[config.mk]
export PLATFORM = sky130hd
export DESIGN_NAME = smEccEngine
export DESIGN_NICKNAME = d
export VERILOG_FILES = /design/src/rtl/smEccPkg.sv /design/src/rtl/smEccCtrl.sv /design/src/rtl/smEccData.sv /design/src/rtl/smEccEngine.sv
export SDC_FILE = /design/constraint.sdc
export NUM_CORES = 1
export LEC_CHECK = 0
export ABC_AREA = 1
export BUFFER_PORTS_ARGS = -buffer_cell sky130_fd_sc_hd__buf_2
export CORE_MARGIN = 1.5
export CORE_UTILIZATION = 50
export DETAILED_ROUTE_END_ITERATION = 8
export GPL_ROUTABILITY_DRIVEN = 0
export GPL_TIMING_DRIVEN = 0
export PLACE_DENSITY = 0.76
export RECOVER_POWER = 100
export SETUP_SLACK_MARGIN = 0.2
export SLEW_MARGIN = 20
export SYNTH_ARGS = -nofsm -noshare
export SYNTH_HDL_FRONTEND = slang
export SYNTH_SLANG_ARGS = --single-unit
[constraint.sdc]
create_clock -name clk -period 3.7 [get_ports clk]
set_clock_uncertainty 0.1 [all_clocks]
set_input_delay 0.925 -clock clk [delete_from_list [all_inputs] [get_ports clk]]
set_output_delay 0.925 -clock clk [all_outputs]
set_load 0.03 [all_outputs]
[src/rtl/smEccPkg.sv]
package smEccPkg;
  localparam int CODE_BYTES = 3;
  localparam int CODE_W = 8 * CODE_BYTES;
  localparam int COL_PAIRS = 3;
  localparam int COL_BASE = 16;
  localparam int STORE_IDX_W = 3;

  typedef struct packed {
    logic clear;
    logic accum;
    logic half;
    logic store;
    logic [STORE_IDX_W-1:0] storeIdx;
    logic selHigh;
  } eccCtrlT;

  function automatic logic [7:0] colMask(input int j);
    logic [7:0] m;
    for (int i = 0; i < 8; i++) m[i] = ((i >> j) & 1) == 1;
    return m;
  endfunction
endpackage

[src/rtl/smEccCtrl.sv]
module smEccCtrl
  import smEccPkg::*;
#(
  parameter int HALF_ADDR_W = 8
) (
  input  logic clk,
  input  logic rst_n,
  input  logic eccEnable,
  input  logic eccAccess,
  input  logic rdStrobe,
  input  logic byteValid,
  output eccCtrlT ctrl,
  output logic [HALF_ADDR_W-1:0] byteAddr
);
  localparam int HALF_BYTES = 1 << HALF_ADDR_W;
  localparam int CNT_W = HALF_ADDR_W + 2;
  localparam int DATA_END = 2 * HALF_BYTES;
  localparam int STORE_END = DATA_END + 2 * CODE_BYTES;

  logic [CNT_W-1:0] cnt;
  logic ptr;
  logic flush, readOut, take;

  assign flush = rdStrobe && eccAccess && eccEnable;
  assign readOut = rdStrobe && eccAccess && !eccEnable;
  assign take = byteValid && eccEnable && !flush;

  always_ff @(posedge clk or negedge rst_n) begin
    if (!rst_n) begin
      cnt <= '0;
      ptr <= 1'b0;
    end else if (flush) begin
      cnt <= '0;
      ptr <= 1'b0;
    end else begin
      if (take && cnt != CNT_W'(STORE_END)) cnt <= cnt + 1'b1;
      if (readOut) ptr <= !ptr;
    end
  end

  always_comb begin
    ctrl.clear = flush;
    ctrl.accum = take && (cnt < CNT_W'(DATA_END));
    ctrl.half = cnt[HALF_ADDR_W];
    ctrl.store = take && (cnt >= CNT_W'(DATA_END)) && (cnt < CNT_W'(STORE_END));
    ctrl.storeIdx = STORE_IDX_W'(cnt - CNT_W'(DATA_END));
    ctrl.selHigh = ptr;
    byteAddr = cnt[HALF_ADDR_W-1:0];
  end
endmodule

[src/rtl/smEccData.sv]
module smEccData
  import smEccPkg::*;
#(
  parameter int HALF_ADDR_W = 8
) (
  input  logic clk,
  input  logic rst_n,
  input  eccCtrlT ctrl,
  input  logic [HALF_ADDR_W-1:0] byteAddr,
  input  logic [7:0] byteData,
  input  logic dirRead,
  output logic [1:0][CODE_W-1:0] codeOut,
  output logic [31:0] rdData
);
  localparam int AW = HALF_ADDR_W;

  logic bytePar;
  logic [COL_PAIRS-1:0] colOneIn, colZeroIn;
  logic [1:0][15:0] syndOut;

  assign bytePar = ^byteData;

  always_comb begin
    for (int j = 0; j < COL_PAIRS; j++) begin
      colOneIn[j] = ^(byteData & colMask(j));
      colZeroIn[j] = ^(byteData & ~colMask(j));
    end
  end

  for (genvar h = 0; h < 2; h++) begin : gHalf
    logic [AW-1:0] lineOne, lineZero;
    logic [COL_PAIRS-1:0] colOne, colZero;
    logic [CODE_W-1:0] refCode, code, diff;
    logic [STORE_IDX_W-1:0] slot;
    logic hit, allPairs, anyDiff;
    logic [7:0] byteIdx;
    logic [2:0] bitIdx;

    assign hit = ctrl.accum && (ctrl.half == 1'(h));
    assign slot = ctrl.storeIdx - STORE_IDX_W'(h * CODE_BYTES);

    always_ff @(posedge clk or negedge rst_n) begin
      if (!rst_n) begin
        lineOne <= '0;
        lineZero <= '0;
        colOne <= '0;
        colZero <= '0;
      end else if (ctrl.clear) begin
        lineOne <= '0;
        lineZero <= '0;
        colOne <= '0;
        colZero <= '0;
      end else if (hit) begin
        lineOne <= lineOne ^ (byteAddr & {AW{bytePar}});
        lineZero <= lineZero ^ (~byteAddr & {AW{bytePar}});
        colOne <= colOne ^ colOneIn;
        colZero <= colZero ^ colZeroIn;
      end
    end

    always_ff @(posedge clk or negedge rst_n) begin
      if (!rst_n) refCode <= '1;
      else if (ctrl.clear) refCode <= '1;
      else if (ctrl.store && slot < STORE_IDX_W'(CODE_BYTES))
        refCode[8*slot +: 8] <= byteData;
    end

    always_comb begin
      code = '1;
      for (int k = 0; k < AW; k++) begin
        code[2*k] = !lineZero[k];
        code[2*k+1] = !lineOne[k];
      end
      for (int j = 0; j < COL_PAIRS; j++) begin
        code[COL_BASE+2*j] = !colZero[j];
        code[COL_BASE+2*j+1] = !colOne[j];
      end
    end

    always_comb begin
      diff = refCode ^ code;
      allPairs = 1'b1;
      anyDiff = 1'b0;
      byteIdx = '0;
      bitIdx = '0;
      for (int k = 0; k < AW; k++) begin
        allPairs = allPairs && (diff[2*k] != diff[2*k+1]);
        anyDiff = anyDiff || diff[2*k] || diff[2*k+1];
        byteIdx[k] = diff[2*k+1];
      end
      for (int j = 0; j < COL_PAIRS; j++) begin
        allPairs = allPairs && (diff[COL_BASE+2*j] != diff[COL_BASE+2*j+1]);
        anyDiff = anyDiff || diff[COL_BASE+2*j] || diff[COL_BASE+2*j+1];
        bitIdx[j] = diff[COL_BASE+2*j+1];
      end
      if (!anyDiff) syndOut[h] = 16'h1000;
      else if (allPairs) syndOut[h] = {5'b00100, bitIdx, byteIdx};
      else syndOut[h] = 16'h4000;
    end

    assign codeOut[h] = code;
  end

  assign rdData = dirRead ? {syndOut[1], syndOut[0]}
                          : {8'h00, ctrl.selHigh ? codeOut[1] : codeOut[0]};
endmodule

[src/rtl/smEccEngine.sv]
module smEccEngine
  import smEccPkg::*;
#(
  parameter int HALF_ADDR_W = 8
) (
  input  logic clk,
  input  logic rst_n,
  input  logic eccEnable,
  input  logic eccAccess,
  input  logic rdStrobe,
  input  logic dirRead,
  input  logic byteValid,
  input  logic [7:0] byteData,
  output logic [31:0] rdData
);
  eccCtrlT ctrl;
  logic [HALF_ADDR_W-1:0] byteAddr;
  logic [1:0][CODE_W-1:0] codeOut;
  logic [CODE_W-1:0] codeHalf0, codeHalf1;

  smEccCtrl #(.HALF_ADDR_W(HALF_ADDR_W)) uCtrl (
    .clk(clk), .rst_n(rst_n), .eccEnable(eccEnable), .eccAccess(eccAccess),
    .rdStrobe(rdStrobe), .byteValid(byteValid), .ctrl(ctrl), .byteAddr(byteAddr)
  );

  smEccData #(.HALF_ADDR_W(HALF_ADDR_W)) uData (
    .clk(clk), .rst_n(rst_n), .ctrl(ctrl), .byteAddr(byteAddr),
    .byteData(byteData), .dirRead(dirRead), .codeOut(codeOut), .rdData(rdData)
  );

  assign codeHalf0 = codeOut[0];
  assign codeHalf1 = codeOut[1];
endmodule

# After elaboration in Yosys (flattened, before gate mapping)
# Cells that the tools add are included.
[op_classes]
n_reduce_logical = 135
n_eq_ne = 23
shifts = 4
n_lt_le_gt_ge = 5
n_addsub = 5
bitwise = 14
mux = 32
[op_table]
columns = ["op", "n"]
rows = [
  ["$mux W24", 4],
  ["$neg A6 Y34", 2],
  ["$shift A8 B34 Y24 const A", 2],
  ["$shiftx A8 B34 Y24", 2],
  ["$mux W8", 8],
  ["$reduce_xor A8 Y1", 7],
  ["$bwmux W24", 2],
  ["$logic_not A1 Y1", 47],
  ["$xor A22 B22 Y22", 2],
  ["$logic_or A1 B1 Y1", 42],
  ["$logic_and A1 B1 Y1", 33],
  ["$mux W16", 2],
  ["$mux W32", 1],
  ["$xor A8 B8 Y8", 4],
  ["$mux W15", 2],
  ["$mux W3", 8],
  ["$mux W22", 1],
  ["$ne A1 B1 Y1", 22],
  ["$lt A10 B10 Y1 const B", 2],
  ["$mux W10", 2],
  ["$and A8 B8 Y8", 2],
  ["$reduce_bool A2 Y1", 6],
  ["$xor A3 B3 Y3", 4],
  ["$add A10 B1 Y10 const B", 1],
  ["other kinds (8)", 10],
]
[totals]
inputBits = 15
regBits = 103

# Longest topological paths before layout
[depth]
ltp_word = 25
mapped_depth = 13
ltp_nobuf = 13

# Cells and area by module
# Synthesis repeated with hierarchy kept, for this count alone.
[unflattened]
cells_unflattened = 1130
area_unflattened_um2 = 7395.8
[modules_own_cells]
columns = ["mod", "area_per_inst_um2", "cells_each", "n_inst", "seq_area_each_um2"]
rows = [
  ["smEccData", 6538.8, 1014, 1, 2257.2],
  ["smEccCtrl", 857.1, 116, 1, 275.3],
]

# Worst setup path before layout
# No wires, ideal clock.
[synth_timing]
kind = "input to output"
from = "input port dirRead"
to = "output port rdData[10]"
cell_stages = 4
required_time_ns = 2.675
path_slack_ns = 0.474
arrival_ns = 2.201
path_cell_list = "clkbuf_1 clkbuf_1 nand2_1 o21ai_0"
[synth_via]
elab_chain_len = 1
[synth_rtl]
columns = ["element", "line", "source"]
rows = [
  ["from (decl)", "smEccEngine.sv:11", "input logic dirRead,"],
  ["$mux W32", "smEccData.sv:104", "assign rdData = dirRead ? {syndOut[1], syndOut[0]}"],
  ["to (decl)", "smEccEngine.sv:14", "output logic [31:0] rdData"],
]
# No other way between the ends.

# Worst setup path after layout
[layout_timing]
from = "register uData.gHalf[0].refCode[1]"
to = "output port rdData[13]"
[layout_via]
elab_chain_len = 24
elab_cells_between_ends = 36
[layout_rtl]
columns = ["element", "line", "source"]
rows = [
  ["from (decl)", "smEccData.sv:33", "logic [CODE_W-1:0] refCode, code, diff;"],
  ["from (signal, indexed assignment)", "smEccData.sv:65", "refCode[8*slot +: 8] <= byteData;"],
  ["$xor A22 B22 Y22 (*)", "smEccData.sv:81", "diff = refCode ^ code;"],
  ["$logic_or A1 B1 Y1 (15 in series)", "smEccData.sv:88", "anyDiff = anyDiff || diff[2*k] || diff[2*k+1];"],
  ["$logic_or A1 B1 Y1 (6 in series)", "smEccData.sv:93", "anyDiff = anyDiff || diff[COL_BASE+2*j] || diff[COL_BASE+2*j+1];"],
  ["$mux W16 (*)", "smEccData.sv:96", "if (!anyDiff) syndOut[h] = 16'h1000;"],
  ["$mux W32 (*)", "smEccData.sv:104", ""],
]
# Mark *: on every way between the ends. The rest lies on a longest branch, timed or not.

==> impl_metrics.csv <==
group,metric,value,unit
run_status,status,"complete, but fails checks",
run_status,violations,"max-capacitance violations, max-slew violations",
sta,rsz0062_at_grt,"false",
clock_tree,clk_latency,360,ps
sta,fin_ws,144,ps
job,drv_cap,1,
logic_synthesis,ys_top_cells_by_count,"nand2_1 (446), inv_1 (158), nor2_1 (89), o21ai_0 (66), nand3_1 (61)",
cells_and_area,multi_input_area,3940,µm²
die,die_area,15400,µm²
global_routing,grt_max_degree,65,
setup_path,startpoint,"uData.gHalf[0].refCode[1]",
sta,drv_slew,36,
route,drcViolationCount,0,
route,detail_route.wl_per_cell,17.2,µm
pwr,vdd_drop_max,337,µV
logic_synthesis,syn_area,7340,µm²
logic_synthesis,ys_ff_latch,99,
logic_synthesis,yosysTopAreaCell,"nand2_1",
setup_path,path_common_cell,"nand2_1",
route,wl,24100,µm
pwr,switching_power,1740,µW
logic_synthesis,avgSynthCellArea,6.34,µm²
route,first_iter_violations,1072,
logic_synthesis,ys.flop_type,"dfrtp_1",
clock_tree,cts_tree,"built",
sta,fin_crit,3560,ps
logic_synthesis,yosysSeqAreaShare,0.345,
pwr,p_int,2390,µW
setup_path,cp_num_buf_inv,2,
cells_and_area,antenna_cells,0,
clock_tree,cts_buffers,9,
setup_path,crit_slowest_cell,"dfstp_1",
global_routing,antenna_found_initial,0,
die,ios,47,
setup_path,r2r_slack,330,ps
clock_tree,cts_sinks,99,
pwr,p_leak,0.00424,µW
route,drtPass1Iterations,5,
logic_synthesis,synth_cells,1158,
setup_path,crit_family,"flip-flops",
setup_path,reg2reg_depth,11,
logic_synthesis,synth_area_leaders,"nand2_1 (23%), dfrtp_1 (19%), dfstp_2 (16%)",
setup_path,cp.required,2670,ps
global_routing,grt_use_total,0.321,
sta,tightest_slew,2080,ps
die,fp.dieW,124,µm
logic_synthesis,async_flop_share,1.00,
setup_path,crit_cells,10,
place,io_buffers,37,
setup_path,cp-start-kind,"flop",
logic_synthesis,synth_top_area_frac,0.228,
cells_and_area,area_delta_synth_final,11.8,%
die,die-height,124,µm
logic_synthesis,synth_most_common_cell,"nand2_1",
clock_tree,clk_pin_slew,70,ps
worst_hold_path,min_path_type,"reg -> reg",
global_routing,grt_pass1_vias,6859,
die,start_util,0.509,
place,place_ws,295,ps
logic_synthesis,synth-edff-count,0,
setup_path,crit_end,"rdData[13]",
pwr,swShare,0.421,
sta,fin_setup_tns,0,ps
setup_path,cp-end-kind,"output pin",
die,core,14400,µm²
setup_path,worstReg2RegStart,"uCtrl.cnt[0]",
sta,fmax,281,MHz
route,via_count,7783,
die,fp-row-count,44,
cells_and_area,fill_cells,1412,
cells_and_area,fin_nets,1239,
pwr,powerDensity,503,nW/µm²
place,dpl.hpwl,18300,µm
global_routing,grt_remaining_overflow,0,
clock_tree,htreeDepth,3,
pwr,p_seq_frac,0.349,
sta,max_slew_margin,-0.387,
sta,final.period_utilization,0.961,
route,vias_per_cell,5.55,
clock_tree,cts_root_buf,"clkbuf_16",
setup_path,r2r_end,"uData.gHalf[1].refCode[6]",
sta,timing_hold_violations_final,0,
setup_path,worst_path_largest_cell_delay,570,ps
pwr,combPwrFrac,0.399,
setup_path,crit_type,"reg -> out",
sta,finalSetupViolCount,0,
logic_synthesis,yosysWarnings,0,
logic_synthesis,ys_types,38,
pwr,clockPowerShare,0.252,
setup_path,cp.arrival,2530,ps
clock_tree,clockBufferDepth,2,
setup_path,path_cells,"xnor2_2 -> inv_2 -> ha_4 -> nand2_1 -> nor2_1 -> nand2_1 -> nor2_2 -> nand2_2 -> o21ai_0 -> clkbuf_1",
cells_and_area,register_area,2530,µm²
route,ant_nets,0,
cells_and_area,drive_gt1_frac,0.122,
setup_path,critPathMaxFanout,4,
global_routing,grt_first_pass_wirelength,36600,µm
-- layout by cell type (no fill, tap or decap), types with 4 or more instances in the layout --
cell type and n:
xor2_1 9, nand3_1 61, dfrtp_1 54, a31oi_1 6, nor3_1 6, inv_2 9, clkbuf_1 36, nor2_1 89
buf_2 22, buf_6 9, dfstp_2 43, a21oi_1 42, nand2_1 442, clkbuf_2 7, buf_4 15, o22ai_1 4
o21ai_0 96, clkbuf_16 9, xnor2_1 10, ha_1 9, inv_1 158, nand2_2 6, nand4_1 38
-- how the worst min path moves through the flow --
| stage | endpoint | from | slack (ps) | depth (start not counted) |
|---|---|---|---|---|
| after global routing | uData.gHalf[1].refCode[16] | uData.gHalf[1].refCode[16] | 420 | 2 |
| after floorplan | uData.gHalf[1].refCode[12] | uData.gHalf[1].refCode[12] | 370 | 2 |
| after global placement | uData.gHalf[1].refCode[2] | uData.gHalf[1].refCode[2] | 380 | 2 |
| after detailed placement | uData.gHalf[1].refCode[2] | uData.gHalf[1].refCode[2] | 380 | 2 |
| final | uData.gHalf[1].refCode[2] | uData.gHalf[1].refCode[2] | 410 | 2 |
| after CTS | uData.gHalf[1].lineOne[2] | rst_n | 370 | 1 |
-- metal layers --
metal / share of wire / GRT usage / vias to the layer above
met5: 0 / 0 / -
met3: 0.098 / 0.0595 / 94
li1: - / - / 3716
met2: 0.44 / 0.486 / 440
met4: 0.046 / 0.166 / 0
met1: 0.41 / 0.437 / 3533
-- sequential cells by signal (all words and copies together), names as in the netlist --
name,flops
uData.gHalf.colOne,6
uCtrl.cnt,10
uData.gHalf.colZero,6
uData.gHalf.lineOne,16
uData.gHalf.refCode,44
uCtrl.ptr,1
uData.gHalf.lineZero,16
-- power groups by stage --
stage	combinational (µW)	sequential, µW	clock (µW)
global placement	1530	1440	0
floorplan	1130	1420	0
CTS	1570	1430	1050
detailed placement	1560	1450	0
finish	1640	1440	1040
global route	1800	1460	1100
-- logic make-up (layout without fill, tap and decap cells) --
group                      Yosys count  count (layout)  share of synthesized area
DFF                                 99              99                      0.345
and+or+nand+nor                    654             654                      0.369
adders and majority gates           11              11                     0.0187
buffers and inverters              217             276                      0.124
other                                1               2                   0.000511
AOI/OAI and AO/OA                  152             152                      0.111
xor gates and xnor gates            24              24                     0.0317
-- stage by stage --
step           hold WS (ps)  utilization  cells  total power [µW]  instance area [µm²]
2_1_floorplan           367            -   1159              2540                 7350
4_1_cts                 369        0.568   1401              4060                 8190
3_3_place_gp            378        0.538   1380              2970                 7760
5_1_grt                 419        0.569   1402              4360                 8210
6_report                411        0.569   1402              4130                 8210
3_5_place_dp            383        0.540   1381              3000                 7790
-- final cells by class --
class | instances | area share
plain buffers | 48 | 0.0311
clock buffers | 10 | 0.0279
clock inverters | 6 | 0.0108
inverters | 169 | 0.0781
multi-input cells | 843 | 0.480
flip-flops and latches | 99 | 0.309
well taps | 184 | 0.0281
repair buffers | 43 | 0.0349
-- worst reg2reg max path: cells and delay by family, from the launching register on --
family	cells	cell delay, ps
AND/OR/NAND/NOR	4	550
flip-flops	1	380
buffers and inverters	4	1030
adder cells (fa/ha/maj)	1	410
AO/OA/AOI/OAI	2	840
-- repair_timing --
action,CTS,global route
buffers inserted,4,1
cloned,0,0
pin swaps,1,5
hold buffers,0,0
setup endpoints to repair,16,19
resized for setup,10,41
(Power assumes the default switching activity.)
